## config.mk

```make
export PLATFORM = sky130hd
export DESIGN_NAME = skew_tag_store
export DESIGN_NICKNAME = d
export VERILOG_FILES = /design/src/rtl/skew_cache_pkg.sv /design/src/rtl/skew_set_hash.sv /design/src/rtl/skew_way_array.sv /design/src/rtl/skew_victim_pick.sv /design/src/rtl/skew_tag_store.sv
export SDC_FILE = /design/constraint.sdc
export NUM_CORES = 2
export LEC_CHECK = 0
export CORE_UTILIZATION = 39
export DETAILED_ROUTE_END_ITERATION = 8
export HOLD_SLACK_MARGIN = 0.05
export PLACE_DENSITY = 0.62
export SYNTH_ARGS = -nofsm -noshare
export SYNTH_HDL_FRONTEND = slang
export SYNTH_SLANG_ARGS = --single-unit
```

## constraint.sdc

```tcl
create_clock -name clk -period 5.7 [get_ports clk]
set_clock_uncertainty 0.05 [all_clocks]
set_input_delay 0.855 -clock clk [delete_from_list [all_inputs] [get_ports clk]]
set_output_delay 0.855 -clock clk [all_outputs]
set_load 0.01 [all_outputs]
```

## src/rtl/skew_cache_pkg.sv

```systemverilog
package skew_cache_pkg;
    localparam int ADDR_W   = 32;
    localparam int OFFS_W   = 4;
    localparam int IDX_W    = 4;
    localparam int NUM_WAYS = 2;
    localparam int BLK_W    = ADDR_W - OFFS_W;
    localparam int NUM_SETS = 1 << IDX_W;
    localparam int KEY_W    = 2 * IDX_W;

    typedef logic [BLK_W-1:0] blk_t;
    typedef logic [IDX_W-1:0] idx_t;
    typedef logic [KEY_W-1:0] key_t;
    typedef logic             way_t;

    typedef struct packed {
        logic valid;
        logic dirty;
        logic recent;
        blk_t tag;
    } line_t;

    // reverse the bit order of an index-wide field
    function automatic idx_t mirror_idx(input idx_t x);
        idx_t r;
        for (int i = 0; i < IDX_W; i++) begin
            r[i] = x[IDX_W-1-i];
        end
        return r;
    endfunction

    function automatic idx_t key_low(input key_t k);
        return k[IDX_W-1:0];
    endfunction

    function automatic idx_t key_high(input key_t k);
        return k[KEY_W-1:IDX_W];
    endfunction
endpackage

```

## src/rtl/skew_set_hash.sv

```systemverilog
module skew_set_hash
    import skew_cache_pkg::*;
#(
    parameter int WAY_ID = 0
) (
    input  key_t key,
    output idx_t set_idx
);
    generate
        if (WAY_ID == 0) begin : g_plain
            assign set_idx = key_low(key) ^ key_high(key);
        end else begin : g_mirrored
            assign set_idx = key_low(key) ^ mirror_idx(key_high(key));
        end
    endgenerate
endmodule

```

## src/rtl/skew_way_array.sv

```systemverilog
module skew_way_array
    import skew_cache_pkg::*;
(
    input  logic  clk,
    input  logic  rst,
    // lookup side
    input  idx_t  lk_set,
    output line_t lk_line,
    input  logic  lk_touch,
    input  logic  lk_mark_dirty,
    input  logic  lk_age,
    // fill side
    input  idx_t  fl_set,
    input  blk_t  fl_tag,
    output logic  fl_holds,
    input  logic  fl_install,
    input  logic  fl_dirty,
    input  logic  fl_age,
    input  logic  fl_drop
);
    line_t mem_q [NUM_SETS];

    assign lk_line  = mem_q[lk_set];
    assign fl_holds = mem_q[fl_set].valid && (mem_q[fl_set].tag == fl_tag);

    // lookup effects first, fill effects later so the fill wins on overlap
    always_ff @(posedge clk) begin
        if (rst) begin
            for (int i = 0; i < NUM_SETS; i++) begin
                mem_q[i] <= '0;
            end
        end else begin
            if (lk_touch) begin
                mem_q[lk_set].recent <= 1'b1;
                if (lk_mark_dirty) begin
                    mem_q[lk_set].dirty <= 1'b1;
                end
            end
            if (lk_age) begin
                mem_q[lk_set].recent <= 1'b0;
            end
            if (fl_age) begin
                mem_q[fl_set].recent <= 1'b0;
            end
            if (fl_drop) begin
                mem_q[fl_set].valid <= 1'b0;
            end
            if (fl_install) begin
                mem_q[fl_set] <= '{valid: 1'b1, dirty: fl_dirty, recent: 1'b1, tag: fl_tag};
            end
        end
    end
endmodule

```

## src/rtl/skew_victim_pick.sv

```systemverilog
module skew_victim_pick
    import skew_cache_pkg::*;
(
    input  logic [NUM_WAYS-1:0] cand_valid,
    input  logic [NUM_WAYS-1:0] cand_recent,
    output way_t                victim
);
    always_comb begin
        if (!cand_valid[0]) begin
            victim = 1'b0;
        end else if (!cand_valid[1]) begin
            victim = 1'b1;
        end else begin
            victim = cand_recent[0];
        end
    end
endmodule

```

## src/rtl/skew_tag_store.sv

```systemverilog
module skew_tag_store
    import skew_cache_pkg::*;
(
    input  logic                  clk,
    input  logic                  rst,
    input  logic                  req_valid,
    input  logic [BLK_W-1:0]      req_blk,
    input  logic                  req_write,
    output logic                  resp_hit,
    output logic                  resp_miss,
    output logic                  resp_way,
    output logic [IDX_W-1:0]      resp_set,
    output logic                  wb_valid,
    output logic [BLK_W-1:0]      wb_blk,
    input  logic                  fill_valid,
    input  logic [BLK_W-1:0]      fill_blk,
    input  logic                  fill_way,
    input  logic                  fill_dirty
);
    idx_t                lk_set   [NUM_WAYS];
    idx_t                fl_set   [NUM_WAYS];
    line_t               lk_line  [NUM_WAYS];
    logic [NUM_WAYS-1:0] lk_match;
    logic [NUM_WAYS-1:0] fl_holds;
    logic [NUM_WAYS-1:0] cand_valid;
    logic [NUM_WAYS-1:0] cand_recent;
    way_t                victim;
    logic                any_hit;
    line_t               victim_line;

    for (genvar g = 0; g < NUM_WAYS; g++) begin : g_way
        localparam int OTHER = NUM_WAYS - 1 - g;

        skew_set_hash #(.WAY_ID(g)) i_lk_hash (
            .key     (req_blk[KEY_W-1:0]),
            .set_idx (lk_set[g])
        );

        skew_set_hash #(.WAY_ID(g)) i_fl_hash (
            .key     (fill_blk[KEY_W-1:0]),
            .set_idx (fl_set[g])
        );

        assign lk_match[g]    = req_valid && lk_line[g].valid && (lk_line[g].tag == req_blk);
        assign cand_valid[g]  = lk_line[g].valid;
        assign cand_recent[g] = lk_line[g].recent;

        skew_way_array i_array (
            .clk           (clk),
            .rst           (rst),
            .lk_set        (lk_set[g]),
            .lk_line       (lk_line[g]),
            .lk_touch      (lk_match[g]),
            .lk_mark_dirty (req_write),
            .lk_age        (lk_match[OTHER]),
            .fl_set        (fl_set[g]),
            .fl_tag        (fill_blk),
            .fl_holds      (fl_holds[g]),
            .fl_install    (fill_valid && (fill_way == way_t'(g))),
            .fl_dirty      (fill_dirty),
            .fl_age        (fill_valid && (fill_way != way_t'(g))),
            .fl_drop       (fill_valid && (fill_way != way_t'(g)) && fl_holds[g])
        );
    end

    skew_victim_pick i_victim (
        .cand_valid  (cand_valid),
        .cand_recent (cand_recent),
        .victim      (victim)
    );

    assign any_hit     = |lk_match;
    assign victim_line = lk_line[victim];

    assign resp_hit  = any_hit;
    assign resp_miss = req_valid && !any_hit;
    assign resp_way  = any_hit ? lk_match[1] : victim;
    assign resp_set  = lk_set[resp_way];
    assign wb_valid  = resp_miss && victim_line.valid && victim_line.dirty;
    assign wb_blk    = victim_line.tag;
endmodule

```

### Word-level counts from Yosys, hierarchy flattened

Memories as Yosys holds them, arrays and structs flattened.
Index checks and enable logic that the tools add are counted.

| word-level totals | value |
|---|---|
| word-level logic and storage cells | 94 |
| bits in latches | 0 |
| input bits | 63 |
| memory bits (read-only) | 0 |
| output and inout port bits | 36 |
| register bits after elaboration | 0 |
| memories | 2 |
| RAM bits | 992 |

| cells by class | value |
|---|---|
| bitwise gates (word level) | 13 |
| reductions and logical operators | 19 |
| order comparisons | 2 |
| $add $sub $neg | 0 |
| multipliers | 0 |
| eq/ne operators | 4 |
| shift-type cells | 0 |
| muxes and demuxes | 54 |
| divide/modulo/power cells | 0 |

Memory list:

| name | depth | bits a word | rd ports | clocked after memory_dff | wr ports | line | text |
|---|---|---|---|---|---|---|---|
| g_way[0].i_array.mem_q | 16 | 31 | 2 | 0 | 16 | skew_way_array.sv:21 | `line_t mem_q [NUM_SETS];` |
| g_way[1].i_array.mem_q | 16 | 31 | 2 | 0 | 16 | skew_way_array.sv:21 |  |

Operators with widths:

| kind | number |
|---|---|
| $mux 31 | 7 |
| $reduce_or 31->1 | 4 |
| $eq 28x28->1 | 4 |
| $mux 1 | 36 |
| $mux 4 | 7 |
| $xor 4x4->4 | 4 |
| $logic_and 1x1->1 | 13 |
| $mux 3 | 4 |
| $or 1x1->1 | 6 |
| $ge 2x2->1 const B | 2 |
| $not 1->2 | 2 |
| $reduce_or 2->1 | 1 |
| $logic_not 1->1 | 1 |
| $not 1->1 | 1 |

### Logic depth before layout (Yosys ltp)

An unclocked memory read counts as a cell.

| depth | value |
|---|---|
| depth in word-level cells | 11 |
| depth in mapped cells | 16 |
| depth with buffers taken out | 10 |

### Cells and area by module

A second synthesis with hierarchy kept.

| unflattened totals | value |
|---|---|
| cell total of the unflattened synthesis | 3845 |
| area, all modules | 55141.6 um^2 |

Modules (own cells, without submodules):

| module | area each (um^2) | times used | seq. area each (um^2) | cells an instance |
|---|---|---|---|---|
| skew_way_array at g_way[0].i_array | 26948.3 | 1 | 14734.1 | 1852 |
| skew_way_array at g_way[1].i_array | 26945.8 | 1 | 14734.1 | 1852 |
| skew_tag_store | 1096.1 | 1 | 0.0 | 123 |
| skew_set_hash | 35.0 | 4 | 0.0 | 4 |
| skew_victim_pick | 11.3 | 1 | 0.0 | 2 |

### Worst setup path before layout

OpenSTA, ideal clock, no wires.

| timing | value |
|---|---|
| path type | input port to flip-flop |
| start | input fill_blk[3] |
| end | memory g_way[1].i_array.mem_q[5][30] (netlist name), enable pin |
| path buffers | 3 |
| required time | 5.345 ns |
| library setup time | 0.305 ns |
| stages | 8 |
| data arrival time | 4.700 ns |
| path slack | 0.645 ns |
| cell sequence | buf_2 -> xor2_1 -> clkbuf_1 -> buf_2 -> nor2_1 -> nand3_1 -> o21ai_0 -> o21bai_1 |

RTL lines:

| element | line | text |
|---|---|---|
| start: declaration | skew_tag_store.sv:16 | `input logic [BLK_W-1:0] fill_blk,` |
| end: declaration | skew_way_array.sv:21 |  |

### Final worst setup path

| timing | value |
|---|---|
| start | input req_blk[5] |
| end | output wb_valid |

| on the way | value |
|---|---|
| longest elaborated chain between the ends | 10 |
| elaborated cells between the ends (all ways) | 21 |
| classes of those cells | eq/ne (2); mux (5); bitwise (3); reduce/logical (9); memory (2) |

RTL lines:

| element | line | text |
|---|---|---|
| start: declaration | skew_tag_store.sv:7 | `input logic [BLK_W-1:0] req_blk,` |
| parallel branches: the longest is 9 deep, another holds $mem_v2 16x31 | n/a |  |
| $logic_and 1x1->1 (*) | skew_tag_store.sv:79 | `assign wb_valid = resp_miss && victim_line.valid && victim_line.dirty;` |
| end: declaration | skew_tag_store.sv:13 | `output logic wb_valid,` |

Mark *: on every way between the ends. The select of a mux whose other input is x is not followed.

==> flow_summary.toml <==
[status]
status = "finished, final reports clean"

[clocking]
clk_pin_slew_ps = 60
clock-sinks = 976
clockRootBuffer = "clkbuf_16"
cts_tree = "done"
cts-buffers-inserted = 107
clk_latency_ps = 720
clock_path_buffers = 3
post_cts_hold_buffer_count = 0
cts.htree.levels = 3

[placed_design]
place_inst = 6519
half_perimeter_wire_length_after_detailed_placement_um = 148000
finalWeightedCongestion = 0.971
port-buffer-count = 98

[synth]
yosys_warnings = 0
yosys_top_cell_by_area = "edfxtp_1"
syn_avg_cell_area_um2 = 12.2
yosysUniqueCellTypes = 72
synth_nets = 4529
commonest_register_cell_after_synthesis = "edfxtp_1"
synth_register_bits = 976
synth_area_um2 = 54400
ys_async_sr_fraction = 0
synthesis.instances = 4466
synth.yosys.seq_area_share = 0.532
number_of_flops_mapped_to_enable_cells_by_yosys = 944
synthTopCellsByArea = "edfxtp_1, mux4_2, and2_1"
synth_top_cell_area_share = 0.521

[global_routing]
grt_start_max_net_pins = 52
grt-ovfl-total = 0
grt_antenna_before_repair = 19
grt.total_usage = 0.322
grt_pass1_wl_um = 321000
vias_in_the_first_global_route = 42166

[sta]
timing.fmax_mhz = 176
final_min_period_over_clock_period = 0.996
finalSetupViolations = 0
fin_hold_ws_ps = 495
final-hold-violation-count = 0
max_slew.worst_pin.slew_ps = 1310
min_tclk_post_route_ps = 5680
number_of_max_slew_violations_in_the_final_report = 0
unrepaired_setup_endpoints_after_global_routing = "false"
slew-limit-headroom = 0.129

[route]
initialDrtViolationCount = 7636
drc = 0
vias_per_cell = 6.49
via_count = 44055
drt-wirelength-per-cell_um = 34.0
total_iterations_of_the_first_detailed_routing_run = 8
wl_um = 231000
final_antenna_net_count = 0

[setup_path]
setup.worst_path.end_class = "primary output"
critPathLaunch = "req_blk[5]"
criticalPathCategory = "input pin to primary output"
crit_path_start_kind = "input pin"
worst_r2r_endpoint = "g_way[0].i_array.mem_q[0][28]"
critPathMaxFanout = 17
flop_to_flop_setup_slack_ps = 1550
timing.rr.start = "g_way[1].i_array.mem_q[3][12]"
critPathRequiredTime_ps = 4800
worst_r2r_path_depth = 12
critPathArrivalTime_ps = 4770
critical_path.endpoint = "wb_valid"

[power]
cellInternalPower_w = 0.0144
power.ir.vdd_worst_v = 0.000254
power_density_nw_per_um2 = 314
p_sw_w = 0.00636
power.share.combinational = 0.254
pwr-share-clk = 0.336
power.share.switching = 0.307
sequentialPowerShare = 0.410
total_leakage_power_nw = 23.3

[min_path]
min_path_type = "flip-flop to flip-flop"

[floorplanning]
dieWidth_um = 376
io_pins = 99
start_util = 0.395
die-height_um = 376
fp.coreArea_um2 = 138000
design.die.area_um2 = 141000
rows = 136

[final_layout]
layout-drive-gt1-share = 0.248
final_util = 0.478
layout.nets = 4891
fin_cells = 6790
largest_register = "g_way.i_array.mem_q"
biggestRegsByFlops = "g_way.i_array.mem_q (976)"
largest_register_ffs = 976
area_delta_synth_final_pct = 21.1

[flow_run]
drv_cap = 0
-- worst min-delay path by stage --
stage	startpoint	depth (start not counted)	endpoint
floorplan	g_way[1].i_array.mem_q[10][29]	2	g_way[1].i_array.mem_q[10][29]
global placement	g_way[1].i_array.mem_q[12][29]	2	g_way[1].i_array.mem_q[12][29]
detailed placement	g_way[1].i_array.mem_q[10][29]	2	g_way[1].i_array.mem_q[10][29]
CTS	g_way[1].i_array.mem_q[10][29]	2	g_way[1].i_array.mem_q[10][29]
global route	g_way[1].i_array.mem_q[13][29]	2	g_way[1].i_array.mem_q[13][29]
finish	g_way[1].i_array.mem_q[5][29]	2	g_way[1].i_array.mem_q[5][29]
-- metrics by stage --
stage               setup slack (ps)  total power (W)  area, um^2  TNS, ps
floorplan                        645           0.0109       54400        0
global placement               -1010           0.0135       61400   -14160
detailed placement              -992           0.0135       61400   -12340
CTS                            -35.1           0.0205       65600    -35.1
global route                    10.4           0.0211       65900        0
finish                          21.4           0.0207       66000        0
-- kinds of logic after synthesis --
kind of cell / count (synthesis) / synth area share
muxes: 451 / 0.150
and+or+nand+nor: 1816 / 0.178
xor gates and xnor gates: 103 / 0.0178
DFF: 976 / 0.532
AOI/OAI and AO/OA: 637 / 0.0837
buffers and inverters: 483 / 0.0381
-- critical path, stage by stage --
cell and delay (ps):
dlygate4sd2_1 290, xnor2_2 230, buf_4 170, buf_4 230, nor3_4 80, buf_12 170, buf_4 180, a32oi_1 230
nand4_1 290, buf_4 240, xnor2_2 140, nand4_1 180, nor4_4 530, buf_4 250, buf_4 130, a21boi_1 110
and4_1 210, clkdlybuf4s15_2 230
-- synth_stat cells (all sizes together) (66+ instances only) --
library cell / count
buf: 144
mux4: 289
nor2: 134
nor4: 101
and2: 771
clkbuf: 304
mux2i: 149
a21oi: 66
a32oi: 130
edfxtp: 944
o21ai: 133
nor3: 181
nand2: 452
-- power groups by stage --
stage / Clock (W) / Sequential (W) / Combinational, W
after detailed placement: 0 / 0.00864 / 0.00486
after CTS: 0.00696 / 0.00849 / 0.00502
after global routing: 0.00721 / 0.00854 / 0.00538
after floorplan: 0 / 0.00854 / 0.00240
final: 0.00696 / 0.00850 / 0.00527
after global placement: 0 / 0.00862 / 0.00485
-- layer usage --
layer	routed length, um	track usage
met1	87000	0.445
met2	94700	0.450
met3	37100	0.112
met4	12200	0.150
met5	183	0
-- cell usage in the layout, fill, tap and decap left out, types with 18 or more instances in the layout --
cell | synthesis | final
a21o_1 | 20 | 20
a21oi_1 | 66 | 64
a22o_1 | 48 | 48
a31oi_1 | 29 | 29
a32oi_1 | 130 | 127
and2_1 | 771 | 770
buf_12 | 1 | 90
buf_4 | 23 | 489
buf_6 | 8 | 18
clkbuf_1 | 304 | 22
clkbuf_16 | 0 | 112
clkdlybuf4s50_1 | 0 | 76
clkinv_1 | 3 | 28
clkinv_2 | 0 | 24
dfxtp_1 | 32 | 32
edfxtp_1 | 944 | 944
mux2i_1 | 149 | 148
mux4_2 | 289 | 289
nand2_1 | 452 | 450
nand3_1 | 42 | 42
nand4_1 | 62 | 62
nor2_1 | 134 | 112
nor3_1 | 173 | 158
nor4_1 | 99 | 95
o21ai_0 | 119 | 105
o21ai_1 | 14 | 18
o21bai_1 | 30 | 30
o22ai_1 | 44 | 40
or3_1 | 21 | 19
xnor2_1 | 61 | 48
xor2_1 | 36 | 26
-- layout make-up --
| class | instances | area [um^2] |
|---|---|---|
| clock buffer | 139 | 2940 |
| fill | 12122 | 72000 |
| timing repair buffer | 701 | 6850 |
| tap | 1863 | 2330 |
| sequential | 976 | 29000 |
| multi-input combinational | 3007 | 24200 |
| clock inverter | 63 | 480 |
| antenna | 6 | 15.0 |
| inverter | 35 | 131 |
-- timing repair --
| item | in CTS | in global routing |
|---|---|---|
| pin swaps | 23 | 20 |
| cloned | 5 | 1 |
| endpoints found under the setup margin | 16 | 15 |
| gates resized for setup | 76 | 53 |
| setup buffers | 34 | 27 |
(Power assumes the default switching activity.)
